--- src/rtl/rsp_capture.sv ---
module rsp_capture #(
  parameter int TO_W = 16
) (
  input  logic            clk,
  input  logic            rst_n,
  input  logic            cmd_in,
  input  logic [2:0]      rsp_kind,
  input  logic            start,
  input  logic [TO_W-1:0] to_limit,
  input  logic            rd_en,
  output logic [15:0]     rd_data,
  output logic            rsp_done,
  output logic            crc_err,
  output logic            timeout_err
);
  localparam int SHORT_BITS = 48;
  localparam int LONG_BITS  = 136;
  localparam int CRC_SPAN   = 40;
  localparam int EXT_W      = 144;

  typedef enum logic [1:0] {S_IDLE, S_WAIT, S_SHIFT} state_t;

  state_t               state;
  logic [LONG_BITS-1:0] sr;
  logic [7:0]           bitcnt;
  logic [TO_W-1:0]      tcnt;
  logic [6:0]           crc;
  logic                 is_long, chk_crc;
  logic [3:0]           ptr, nhw;

  logic       fb;
  logic [6:0] crc_nxt;
  logic [7:0] last_idx;
  logic [EXT_W-1:0] ext, ext_sh;

  assign fb       = cmd_in ^ crc[6];
  assign crc_nxt  = {crc[5:0], 1'b0} ^ {3'b000, fb, 2'b00, fb};
  assign last_idx = is_long ? 8'(LONG_BITS - 1) : 8'(SHORT_BITS - 1);
  assign ext      = is_long ? {sr, 8'h00} : {sr[SHORT_BITS-1:0], {(EXT_W-SHORT_BITS){1'b0}}};
  assign ext_sh   = ext << {ptr, 4'b0000};
  assign rd_data  = (ptr < nhw) ? ext_sh[EXT_W-1 -: 16] : 16'h0000;

  always_ff @(posedge clk or negedge rst_n) begin
    if (!rst_n) begin
      state       <= S_IDLE;
      sr          <= '0;
      bitcnt      <= '0;
      tcnt        <= '0;
      crc         <= '0;
      is_long     <= 1'b0;
      chk_crc     <= 1'b0;
      ptr         <= '0;
      nhw         <= '0;
      rsp_done    <= 1'b0;
      crc_err     <= 1'b0;
      timeout_err <= 1'b0;
    end else begin
      rsp_done <= 1'b0;
      if (rd_en && ptr < nhw) ptr <= ptr + 4'd1;
      if (start) begin
        ptr         <= '0;
        nhw         <= '0;
        crc_err     <= 1'b0;
        timeout_err <= 1'b0;
        tcnt        <= '0;
        crc         <= '0;
        bitcnt      <= '0;
        is_long     <= (rsp_kind == 3'd2);
        chk_crc     <= (rsp_kind == 3'd1);
        if (rsp_kind == 3'd1 || rsp_kind == 3'd2 || rsp_kind == 3'd3) begin
          state <= S_WAIT;
        end else begin
          state    <= S_IDLE;
          rsp_done <= 1'b1;
        end
      end else begin
        case (state)
          S_WAIT: begin
            if (!cmd_in) begin
              state  <= S_SHIFT;
              sr     <= {sr[LONG_BITS-2:0], 1'b0};
              bitcnt <= 8'd1;
              crc    <= crc_nxt;
            end else if (tcnt == to_limit - 1'b1) begin
              timeout_err <= 1'b1;
              rsp_done    <= 1'b1;
              state       <= S_IDLE;
            end else begin
              tcnt <= tcnt + 1'b1;
            end
          end
          S_SHIFT: begin
            sr     <= {sr[LONG_BITS-2:0], cmd_in};
            bitcnt <= bitcnt + 8'd1;
            if (bitcnt < 8'(CRC_SPAN)) crc <= crc_nxt;
            if (bitcnt == last_idx) begin
              state    <= S_IDLE;
              rsp_done <= 1'b1;
              nhw      <= is_long ? 4'd9 : 4'd3;
              crc_err  <= chk_crc && (crc != sr[6:0]);
            end
          end
          default: state <= S_IDLE;
        endcase
      end
    end
  end
endmodule

--- config.mk ---
export PLATFORM = sky130hd
export DESIGN_NAME = rsp_capture
export DESIGN_NICKNAME = d
export VERILOG_FILES = /design/src/rtl/rsp_capture.sv
export SDC_FILE = /design/constraint.sdc
export NUM_CORES = 1
export LEC_CHECK = 0
export BUFFER_PORTS_ARGS = -buffer_cell sky130_fd_sc_hd__buf_2
export CORE_ASPECT_RATIO = 1.75
export CORE_MARGIN = 4
export CORE_UTILIZATION = 60
export DETAILED_ROUTE_END_ITERATION = 10
export PLACE_DENSITY = 0.86
export SLEW_MARGIN = 40
export SYNTH_ARGS = -nofsm -noshare
export SYNTH_HDL_FRONTEND = slang
export SYNTH_SLANG_ARGS = --single-unit
--- constraint.sdc ---
create_clock -name clk -period 5.9 [get_ports clk]
set_input_delay 1.475 -clock clk [delete_from_list [all_inputs] [get_ports clk]]
set_output_delay 1.475 -clock clk [all_outputs]
set_load 0.01 [all_outputs]
==> summary.txt, run 1 <==
GRT
  • GRT Overall Usage: 25.32%
  • Total gr overflow: 0
  • Initial antenna violation count: 0
  • Vias in the first global route: 6796
  • First-pass GRT wire length: 35250 µm
  • Largest net degree at the start of global routing: 107

Logic synthesis
  • EDFF count, synth: 0
  • Post-synth net total: 829
  • Sequential share of the synthesized area: 47.58%
  • Post-synth top flop: dfrtp_1
  • Top area cells in the synthesized netlist: dfrtp_1 48%, mux2_2 18%, mux4_2 7.6%, xnor2_1 2.9%, nor2_1 2.8%
  • Post-synthesis adder-cell area fraction: 1.051%
  • Cell Area, Synth: 9520 µm²
  • Main combinational cell family by area after synthesis: multiplexers
  • Complex-gate fraction of the synthesized area: 7.925%
  • Xor and xnor area share after synthesis: 3.956%
  • Syn Inst Count: 797
  • Area leader, netlist: dfrtp_1
  • Synth Register Bits: 181
  • Netlist cell types: 55
  • Post-synthesis mux area share: 26.34%
  • Syn Area/Cell: 11.95 µm²
  • Synth Area in Simple Gates: 10.62%
  • Top cell type's share of synthesized area: 47.58%
  • Async S/R FF share, synth: 100.0%
  • Yosys warning count: 0

Worst setup path
  • Data arrival, critical path: 3.28 ns
  • CP bufs+invs: 1
  • Cell mode on critical path: nand2b_1
  • Sequence of cells on the critical path: nand2b_1, a211o_1, a21oi_1, nand2b_1, o21ai_0, buf_2
  • R2R cell count: 8
  • Worst path max stage delay: 0.71 ns
  • Crit end category: output port
  • Crit start category: flip-flop
  • Crit path from: ptr[0]$_DFFE_PN0P_
  • Worst Path Max Fanout: 37
  • Worst path required time: 4.43 ns
  • Crit path depth: 6
  • Setup CP Type: reg2out
  • Crit path max-delay family: compound AO/OA/AOI/OAI gates
  • Critical-path top delay cell: dfrtp_4
  • Worst r2r src: tcnt[11]$_DFFE_PN0P_

Detailed routing
  • Metal-1 WL: 8011 µm
  • WL/cell: 21.53 µm
  • DR pass1 iterations: 5
  • WL final: 21810 µm
  • Met3 Routed Length: 832 µm
  • Final ANT Viol Nets: 0
  • Vias: 6611
  • Max Used Layer: met4
  • DRC errors left: 0
  • Via density: 6.526
  • DRT iter0 DRCs: 608
  • Routed wl met2: 11670 µm

Timing
  • RSZ-0062 raised after global routing: no
  • Max_slew headroom: 40.04%
  • Final setup viols: 0
  • Fin. max-slew vios: 0
  • Worst-margin pin slew: 0.8940 ns
  • Minimum clock period: 4.755 ns
  • Achievable frequency: 210.3 MHz
  • Clock Skews: 0.009957 ns
  • Total negative slack: 0 ns
  • Final Cycle Share: 80.59%
  • Final hold slack: 0.4926 ns
  • Final Hold Viols: 0

Clock tree
  • Post-CTS Hold Buffers: 0
  • CTS Buffer Depth: 2
  • Skew-Pair Late Insertion Delay: 0.43 ns
  • Post-CTS setup buffer count: 0
  • Num Clock Sinks: 181
  • CTS resizes: 0
  • CTS buffer count: 17
  • H-tree depth: 4
  • Worst-path clk slew: 0.07 ns
  • CTS tree: yes
  • Root Driver: clkbuf_16

Finish
  • Share of layout cells above drive strength 1: 34.22%
  • Commonest non-fill, non-tap cells in the layout: 179 x dfrtp_1, 156 x mux2_2, 71 x nor2_1, 41 x buf_2
  • Final instance area: 10530 µm²
  • Net count, final: 847
  • Area Growth Syn to Fin: 10.59%
  • Antenna diode count: 0
  • Most common cell after layout, fill and taps aside: dfrtp_1

Placed design
  • Routability cong.: 0.8936
  • DP Area: 9888 µm²
  • Detailed placement HPWL: 14850 µm
  • IO Port Bufs: 42

Floorplan
  • Row Count: 60
  • Die footprint: 18030 µm²
  • Core footprint: 15460 µm²
  • Initial core utilization: 61.56%
  • Chip Height: 174.6 µm
  • # IOs: 43
  • Die Wd: 103.2 µm

Pwr
  • PwrDens: 247.4 nW/µm²
  • Leakage: 4.759 nW
  • Max VDD drop: 0.0001717 V

Worst hold path
  • HP Start: timeout_err$_DFFE_PN0P_
  • Hold path cells: 2
  • HP Class: reg2reg

Status
  • Status: complete, no violations

Flow run
  • Max-cap violations: 0
synthesized netlist by cell type (11+ instances only):
library cell	count
dfrtp_1	181
mux2_2	156
nor2_1	71
clkbuf_1	43
mux4_2	32
xnor2_1	32
nand2_1	28
a21oi_1	27
a211oi_1	20
o21ai_0	20
a22oi_1	16
nand3_1	16
nor2b_1	16
nor3_1	13
xor2_1	11
cell type report:
cell class,instances,area [µm²]
Multi-Input combinational cell,553,4771
Tap cell,186,232.7
Inverter,10,37.54
Fill cell,1077,4936
Sequential cell,181,4534
Timing Repair Buffer,52,340.3
Clock inverter,12,170.2
Clock buffer,19,442.9
logic make-up after synthesis:
logic type	count (synthesis)
XOR/XNOR	43
multiplexers	191
flip-flops	181
buffers and inverters	63
AO/OA/AOI/OAI	113
AND/OR/NAND/NOR	198
adder cells (fa/ha/maj)	8
power breakdown:
part / switching [mW] / internal, mW / total [mW] / leakage, nW
Clock: 0.502 / 0.686 / 1.19 / 0.290
Sequential: 0.0139 / 1.25 / 1.26 / 2.52
Combinational: 0.0947 / 0.0597 / 0.154 / 1.95
routing by layer:
| metal | up-vias | GRT usage, % |
|---|---|---|
| met2 | 211 | 44.16 |
| met3 | 62 | 4.674 |
| met5 | - | 0 |
| li1 | 2971 | - |
| met1 | 3367 | 28.30 |
| met4 | 0 | 13.94 |
flip-flops by register name (all words and copies together), names as in the netlist, 2 cells and up:
| signal | count |
|---|---|
| sr | 136 |
| crc | 7 |
| ptr | 4 |
| state | 2 |
| bitcnt | 8 |
| nhw | 3 |
| tcnt | 16 |
per-stage QoR:
step	util (%)	power [mW]	instances	setup WS, ns
2_1_floorplan	-	1.374	797	1.841
3_3_place_gp	63.83	1.435	981	1.272
3_5_place_dp	63.94	1.439	981	1.203
4_1_cts	67.90	2.616	1012	1.254
5_1_grt	68.08	2.686	1013	1.183
6_report	68.08	2.605	1013	1.145
tightest hold or removal path, stage by stage (launching register included):
cell and delay, ns:
dfrtp_1 0.34, a21oi_1 0.04, nor2_1 0.07
final timing paths:
kind / endpoint / slack (ns)
setup / recovery: rd_data[15] / 1.14
hold / removal: timeout_err$_DFFE_PN0P_ / 0.49
setup reg to reg: tcnt[15]$_DFFE_PN0P_ / 2.85
hold reg to reg: timeout_err$_DFFE_PN0P_ / 0.49
max in group asynchronous: ptr[0]$_DFFE_PN0P_ / 3.92
min in group asynchronous: sr[21]$_DFFE_PN0P_ / 0.90
No activity file was read; power rests on OpenSTA's default activity.
==> run 2: changes to the inputs <==
--- a/config.mk
+++ b/config.mk
@@ -5,12 +5,13 @@
 export SDC_FILE = /design/constraint.sdc
 export NUM_CORES = 1
 export LEC_CHECK = 0
+export ABC_AREA = 1
 export BUFFER_PORTS_ARGS = -buffer_cell sky130_fd_sc_hd__buf_2
 export CORE_ASPECT_RATIO = 1.75
 export CORE_MARGIN = 4
-export CORE_UTILIZATION = 60
+export CORE_UTILIZATION = 56
 export DETAILED_ROUTE_END_ITERATION = 10
-export PLACE_DENSITY = 0.86
+export PLACE_DENSITY = 0.84
 export SLEW_MARGIN = 40
 export SYNTH_ARGS = -nofsm -noshare
 export SYNTH_HDL_FRONTEND = slang
==> constraint.sdc (replaced) <==
create_clock -name clk -period 4 [get_ports clk]
set_input_delay 1 -clock clk [delete_from_list [all_inputs] [get_ports clk]]
set_output_delay 1 -clock clk [all_outputs]
set_load 0.01 [all_outputs]
==> summary.txt, run 2 <==
Worst setup path
  • CP bufs+invs: 3 (was 1)
  • Crit path depth: 10 (was 6)
  • Worst r2r src: state[1]$_DFFE_PN0P_ (was tcnt[11]$_DFFE_PN0P_)
  • Crit path from: ptr[1]$_DFFE_PN0P_ (was ptr[0]$_DFFE_PN0P_)
  • Worst path max stage delay: 0.66 ns (was 0.71 ns)
  • Worst path required time: 3.00 ns (was 4.43 ns)
  • Critical-path top delay cell: dfrtp_1 (was dfrtp_4)
  • Crit end category: output port (unchanged)
  • R2R cell count: 10 (was 8)
  • Worst Path Max Fanout: 16 (was 37)
  • Data arrival, critical path: 2.82 ns (was 3.28 ns)
  • Sequence of cells on the critical path: ha_1, a21boi_0, o31ai_1, and2_1, inv_1, nor2_1, buf_4, o21ai_0, o21ai_0, buf_2 (was nand2b_1, a211o_1, a21oi_1, nand2b_1, o21ai_0, buf_2)
  • Worst R2R End: crc[3]$_DFFE_PN0P_ (was tcnt[15]$_DFFE_PN0P_)
  • Setup CP Type: reg2out (unchanged)
  • Crit start category: flip-flop (unchanged)
  • Crit path max-delay family: flip-flops (was compound AO/OA/AOI/OAI gates)
  • Reg2reg setup slack: 1.36 ns (was 2.85 ns)
  • Cell mode on critical path: o21ai_0 (was nand2b_1)
  • Worst setup path endpoint: rd_data[13] (was rd_data[15])

Logic synthesis
  • Syn Area/Cell: 7.455 µm² (was 11.95 µm²)
  • Count leader, synth: nand2_1 (was dfrtp_1)
  • EDFF count, synth: 0 (unchanged)
  • Post-synth net total: 1403 (was 829)
  • Sequential share of the synthesized area: 44.31% (was 47.58%)
  • Syn Inst Count: 1371 (was 797)
  • Synth Register Bits: 181 (unchanged)
  • Top cell type's share of synthesized area: 44.31% (was 47.58%)
  • Synth top cells by count: 402 x nand2_1, 205 x o21ai_0, 181 x dfrtp_1 (was 181 x dfrtp_1, 156 x mux2_2, 71 x nor2_1)
  • Netlist cell types: 48 (was 55)
  • Post-synthesis mux area share: 0% (was 26.34%)
  • Post-synthesis adder-cell area fraction: 0.9793% (was 1.051%)
  • Top area cells in the synthesized netlist: dfrtp_1 44%, nand2_1 15%, o21ai_0 10%, inv_1 5.7%, a21oi_1 3.5% (was dfrtp_1 48%, mux2_2 18%, mux4_2 7.6%, xnor2_1 2.9%, nor2_1 2.8%)
  • Xor and xnor area share after synthesis: 3.060% (was 3.956%)
  • Yosys warning count: 0 (unchanged)
  • Area leader, netlist: dfrtp_1 (unchanged)
  • Synth Area in Simple Gates: 25.71% (was 10.62%)
  • Complex-gate fraction of the synthesized area: 17.00% (was 7.925%)
  • Async S/R FF share, synth: 100.0% (unchanged)
  • Main combinational cell family by area after synthesis: simple AND/OR/NAND/NOR gates (was multiplexers)
  • Cell Area, Synth: 10220 µm² (was 9520 µm²)
  • Post-synth top flop: dfrtp_1 (unchanged)

Clock tree
  • Skew-Pair Late Insertion Delay: 0.44 ns (was 0.43 ns)
  • Post-CTS Hold Buffers: 0 (unchanged)
  • H-tree depth: 4 (unchanged)
  • Root Driver: clkbuf_16 (unchanged)
  • CTS Buffer Depth: 2 (unchanged)
  • Worst-path clk slew: 0.08 ns (was 0.07 ns)
  • Post-CTS setup buffer count: 0 (unchanged)
  • CTS buffer count: 17 (unchanged)
  • CTS resizes: 0 (unchanged)
  • Num Clock Sinks: 181 (unchanged)
  • CTS tree: yes (unchanged)

Detailed routing
  • Via density: 5.806 (was 6.526)
  • DR pass1 iterations: 6 (was 5)
  • DRT iter0 DRCs: 734 (was 608)
  • Final ANT Viol Nets: 0 (unchanged)
  • DRC errors left: 0 (unchanged)
  • WL/cell: 18.09 µm (was 21.53 µm)
  • WL final: 29530 µm (was 21810 µm)
  • Vias: 9476 (was 6611)

Floorplan
  • Initial core utilization: 56.87% (was 61.56%)
  • # IOs: 43 (unchanged)
  • Die Wd: 110.1 µm (was 103.2 µm)
  • Core footprint: 17970 µm² (was 15460 µm²)
  • Chip Height: 186.7 µm (was 174.6 µm)
  • Die footprint: 20560 µm² (was 18030 µm²)
  • Row Count: 65 (was 60)

Timing
  • Final setup viols: 0 (unchanged)
  • Final Hold Viols: 0 (unchanged)
  • Max_slew headroom: 49.28% (was 40.04%)
  • RSZ-0062 raised after global routing: no (unchanged)
  • Worst-margin pin slew: 0.7608 ns (was 0.8940 ns)
  • Achievable frequency: 261.9 MHz
  • Minimum clock period: 3.818 ns
  • Total negative slack: 0 ns (unchanged)
  • Fin. max-slew vios: 0 (unchanged)
  • Clock Skews: 0.01202 ns (was 0.009957 ns)
  • Final Cycle Share: 95.46%

Pwr
  • PwrDens: 494.3 nW/µm² (was 247.4 nW/µm²)
  • Leakage: 5.701 nW (was 4.759 nW)
  • Max VDD drop: 0.0004059 V (was 0.0001717 V)
  • Total power draw: 5.568 mW (was 2.605 mW)

Placed design
  • Detailed placement HPWL: 21400 µm (was 14850 µm)
  • Routability cong.: 0.9656 (was 0.8936)
  • DP Area: 10640 µm² (was 9888 µm²)
  • Placed cell count: 1599 (was 981)
  • IO Port Bufs: 42 (unchanged)

Finish
  • Biggest registers after layout: sr x136, tcnt x16, bitcnt x8 (unchanged)
  • Net count, final: 1417 (was 847)
  • Max reg flops: 136 (unchanged)
  • Register with the highest flop count: sr (unchanged)
  • Core Util, Final: 62.67% (was 68.08%)
  • Commonest non-fill, non-tap cells in the layout: 401 x nand2_1, 205 x o21ai_0, 180 x dfrtp_1, 155 x inv_1, 72 x a21oi_1 (was 179 x dfrtp_1, 156 x mux2_2, 71 x nor2_1, 41 x buf_2)
  • Fin cells: 1632 (was 1013)
  • Share of layout cells above drive strength 1: 10.52% (was 34.22%)
  • Area Growth Syn to Fin: 10.21% (was 10.59%)
  • Antenna diode count: 0 (unchanged)
  • Most common cell after layout, fill and taps aside: nand2_1 (was dfrtp_1)
  • Final instance area: 11260 µm² (was 10530 µm²)

Status
  • Status: complete, no violations (unchanged)

Worst hold path
  • HP Class: in2async (was reg2reg)

Flow run
  • Max-cap violations: 0 (unchanged)

GRT
  • Largest net degree at the start of global routing: 125 (was 107)
  • Total gr overflow: 0 (unchanged)
  • Vias in the first global route: 9312 (was 6796)
  • First-pass GRT wire length: 47550 µm (was 35250 µm)
  • GRT Overall Usage: 29.92% (was 25.32%)
  • Initial antenna violation count: 0 (unchanged)
==> run 2: changes by cell type after synthesis, moves of 11 or more <==
cell and change:
xnor2_1 -21, nand4_1 +19, a211oi_1 -19, mux2_2 -156, nand3_1 +21, a21oi_1 +45
o21ai_0 +185, clkbuf_1 +15, a22oi_1 -16, nor2b_1 -16, nand2_1 +374, a22o_1 +11
inv_1 +146, mux4_2 -32
==> run 2: worst min-delay path by stage <==
stage / startpoint / to / cells after the start
detailed placement: sr[84]$_DFFE_PN0P_ / sr[84]$_DFFE_PN0P_ / 2
global placement: sr[26]$_DFFE_PN0P_ / sr[26]$_DFFE_PN0P_ / 2
floorplan: sr[135]$_DFFE_PN0P_ / sr[135]$_DFFE_PN0P_ / 2
CTS: sr[84]$_DFFE_PN0P_ / sr[84]$_DFFE_PN0P_ / 2
global route: rst_n / sr[79]$_DFFE_PN0P_ / 1
finish: rst_n / sr[79]$_DFFE_PN0P_ / 1
==> run 2: stage by stage <==
step | worst slack, ns | hold WS, ns
after floorplan | 1.143 | 0.4478
after global placement | 0.7079 | 0.4651
after detailed placement | 0.6567 | 0.4735
after CTS | 0.1530 | 0.4912
after global routing | 0.03723 | 0.4038
final | 0.1816 | 0.4066
==> run 2: layout make-up <==
class	instances	area, µm²
fill	1572	6709
timing repair buffer	65	441.7
multi-input combinational	955	4791
clock buffer	17	425.4
tap	234	292.8
inverter	165	623.1
sequential	181	4531
clock inverter	15	160.2
==> run 2: where the power goes <==
part | switching [mW] | internal [mW] | total, mW
combinational | 0.874 | 0.434 | 1.31
sequential | 0.349 | 2.25 | 2.60
clock | 0.821 | 0.838 | 1.66
==> run 2: cells by family (layout without fill, tap and decap cells) <==
kind of cell | Yosys count | after routing
AO/OA/AOI/OAI | 322 | 322
XOR/XNOR | 34 | 34
adder cells (fa/ha/maj) | 8 | 8
buffers and inverters | 235 | 262
flip-flops | 181 | 181
AND/OR/NAND/NOR | 591 | 591
==> run 2: worst reg2reg max path: stages, from the launching register on <==
cell and delay (ns):
dfrtp_1 0.38, inv_1 0.05, ha_1 0.35, nand2_1 0.28
clkinv_1 0.36, a21oi_1 0.30, nor2_1 0.15, a21oi_1 0.14
buf_4 0.21, o21ai_0 0.15, o21a_1 0.14
==> run 2: layer usage <==
layer  wire, µm  vias up  part of all wire (%)  GRT usage [%]
met5          0        -                     0              0
li1           -     4459                     -              -
met1      10490     4464                    36          34.00
met3       1461      142                   4.9          4.534
met2      15090      411                    51          50.07
met4       2486        0                   8.4          21.01
==> run 3: changes to the inputs <==
==> constraint.sdc (replaced) <==
create_clock -name clk -period 4 [get_ports clk]
set_input_delay 1.2 -clock clk [delete_from_list [all_inputs] [get_ports clk]]
set_output_delay 1.2 -clock clk [all_outputs]
set_load 0.01 [all_outputs]
==> summary.txt, run 3 (same netlist as run 2, synthesis figures left out) <==
Floorplan
  • Chip Height: 186.7 µm (unchanged)
  • Die footprint: 20560 µm² (unchanged)
  • Row Count: 65 (unchanged)
  • Initial core utilization: 56.87% (unchanged)
  • Core footprint: 17970 µm² (unchanged)
  • # IOs: 43 (unchanged)
  • Die Wd: 110.1 µm (unchanged)

GRT
  • Total gr overflow: 0 (unchanged)
  • Initial antenna violation count: 0 (unchanged)
  • GRT Overall Usage: 30.48% (was 29.92%)
  • Vias in the first global route: 9493 (was 9312)
  • First-pass GRT wire length: 48180 µm (was 47550 µm)
  • Largest net degree at the start of global routing: 204 (was 125)

Clock tree
  • CTS Buffer Depth: 2 (unchanged)
  • Num Clock Sinks: 181 (unchanged)
  • Post-CTS Hold Buffers: 0 (unchanged)
  • CTS tree: yes (unchanged)
  • Worst-path clk slew: 0.07 ns (was 0.08 ns)
  • CTS buffer count: 17 (unchanged)
  • Skew-Pair Late Insertion Delay: 0.44 ns (about the same)
  • Root Driver: clkbuf_16 (unchanged)
  • H-tree depth: 4 (unchanged)

Worst setup path
  • Setup CP Type: reg2out (unchanged)
  • Crit end category: output port (unchanged)
  • Worst path required time: 2.80 ns (was 3.00 ns)
  • R2R cell count: 9 (was 10)
  • Data arrival, critical path: 2.64 ns (was 2.82 ns)
  • Worst Path Max Fanout: 16 (unchanged)
  • Crit start category: flip-flop (unchanged)

Pwr
  • Gate power share: 23.6% (was 23.5%)
  • Leakage: 5.699 nW (was 5.701 nW)
  • Switch share: 35.66% (was 36.71%)
  • NetSw: 1.999 mW (was 2.044 mW)
  • Clk pwr share: 30.2% (was 29.8%)
  • Reg power frac: 46.1% (was 46.7%)
  • PwrDens: 497.9 nW/µm² (was 494.3 nW/µm²)
  • Max VDD drop: 0.0003743 V (was 0.0004059 V)
  • Internal cell power: 3.608 mW (was 3.524 mW)

Finish
  • Most common cell after layout, fill and taps aside: nand2_1 (unchanged)
  • Max reg flops: 136 (unchanged)
  • Share of layout cells above drive strength 1: 10.45% (was 10.52%)
  • Biggest registers after layout: sr x136, tcnt x16, bitcnt x8 (unchanged)
  • Area occupied by multi-input gates: 4788 µm² (was 4791 µm²)
  • Area Growth Syn to Fin: 10.19% (was 10.21%)
  • Fillers: 1593 (was 1572)
  • Core Util, Final: 62.66% (was 62.67%)
  • Antenna diode count: 0 (unchanged)
  • Register with the highest flop count: sr (unchanged)
  • Net count, final: 1416 (was 1417)
  • Register area: 4532 µm² (was 4531 µm²)
  • Commonest non-fill, non-tap cells in the layout: 401 x nand2_1, 205 x o21ai_0, 179 x dfrtp_1, 155 x inv_1, 72 x a21oi_1 (was 401 x nand2_1, 205 x o21ai_0, 180 x dfrtp_1, 155 x inv_1, 72 x a21oi_1)

Timing
  • Fin. max-slew vios: 0 (unchanged)
  • Clock Skews: 0.008693 ns (was 0.01202 ns)
  • Final Hold Viols: 0 (unchanged)
  • RSZ-0062 raised after global routing: no (unchanged)
  • Max_slew headroom: 47.31% (was 49.28%)
  • Final Cycle Share: 95.99% (was 95.46%)
  • Final setup viols: 0 (unchanged)
  • Achievable frequency: 260.5 MHz (was 261.9 MHz)
  • Minimum clock period: 3.839 ns (was 3.818 ns)
  • Total negative slack: 0 ns (unchanged)
  • Worst-margin pin slew: 0.7874 ns (was 0.7608 ns)

Detailed routing
  • WL/cell: 18.36 µm (was 18.09 µm)
  • DR pass1 iterations: 5 (was 6)
  • Vias: 9395 (was 9476)
  • DRC errors left: 0 (unchanged)
  • Final ANT Viol Nets: 0 (unchanged)
  • WL final: 29950 µm (was 29530 µm)
  • Via density: 5.760 (was 5.806)
  • DRT iter0 DRCs: 824 (was 734)

Worst hold path
  • HP Class: reg2reg (was in2async)
  • Hold path cells: 2

Flow run
  • Max-cap violations: 0 (unchanged)

Placed design
  • Detailed placement HPWL: 22100 µm (was 21400 µm)
  • Routability cong.: 0.9902 (was 0.9656)
  • IO Port Bufs: 42 (unchanged)

Status
  • Status: complete, no violations (unchanged)
-- run 3: changes by cell type in the layout (fill, tap and decap cells not counted), moves of 2 or more --
| cell | before | now |
|---|---|---|
| clkinv_8 | 2 | 0 |
| clkbuf_8 | 0 | 2 |
| buf_12 | 2 | 4 |
| inv_8 | 6 | 3 |
| inv_6 | 2 | 5 |
-- run 3: timing repair --
item                       CTS  global route
resized for setup            1             3
setup endpoints to repair    5            11
hold endpoints to repair     0             0
setup buffers                0             1
pin swaps                    0             1
cloned                       0             0
-- run 3: worst paths after layout --
kind	startpoint	to	slack, ns
hold reg to reg	sr[134]$_DFFE_PN0P_	sr[134]$_DFFE_PN0P_	0.49
setup reg to reg	state[0]$_DFFE_PN0P_	crc[3]$_DFFE_PN0P_	1.26
setup / recovery	ptr[1]$_DFFE_PN0P_	rd_data[12]	0.16
hold / removal	sr[134]$_DFFE_PN0P_	sr[134]$_DFFE_PN0P_	0.49
min in group asynchronous	rst_n	sr[92]$_DFFE_PN0P_	0.78
max in group asynchronous	rst_n	sr[108]$_DFFE_PN0P_	2.41
-- run 3: routing by layer --
metal	GRT usage [%]	share of wire (%)	vias up
met5	0	0	-
li1	-	-	4450
met4	23.23	9.1	0
met1	32.55	35	4446
met2	52.48	51	350
met3	4.223	4.3	149
-- run 3: area by class of cell --
cell class	instances	area share, %
clock buffers	20	4.055
clock inverters	12	1.189
inverters	165	5.566
multi-input cells	955	42.52
flip-flops and latches	181	40.24
well taps	234	2.600
repair buffers	64	3.833
-- run 3: per-stage QoR --
step	power (mW)	instances	cell area (µm²)	setup WS (ns)	hold WS (ns)
finish	5.607	1631	11260	0.1605	0.4882
global route	5.934	1631	11260	0.07480	0.5094
CTS	5.611	1630	11250	0.03986	0.4902
detailed placement	3.908	1598	10650	0.4552	0.4737
global placement	3.868	1598	10650	0.4497	0.4661
floorplan	3.350	1371	10220	0.9429	0.4478
-- run 3: critical path: stages, from the launching register on --
cell and delay (ns):
dfrtp_2 0.52, ha_1 0.32, a21boi_0 0.12, o31ai_1 0.18, and2_1 0.25, inv_1 0.06, nor2_1 0.09, buf_4 0.21
o21ai_0 0.14, o21ai_0 0.12, buf_2 0.18
-- run 3: power by group through the flow --
stage          logic [mW]  registers [mW]  clock network [mW]
3_5_place_dp         1.30            2.60                   0
2_1_floorplan       0.864            2.49                   0
5_1_grt              1.51            2.64                1.79
3_3_place_gp         1.28            2.59                   0
4_1_cts              1.32            2.58                1.71
6_report             1.32            2.59                1.70
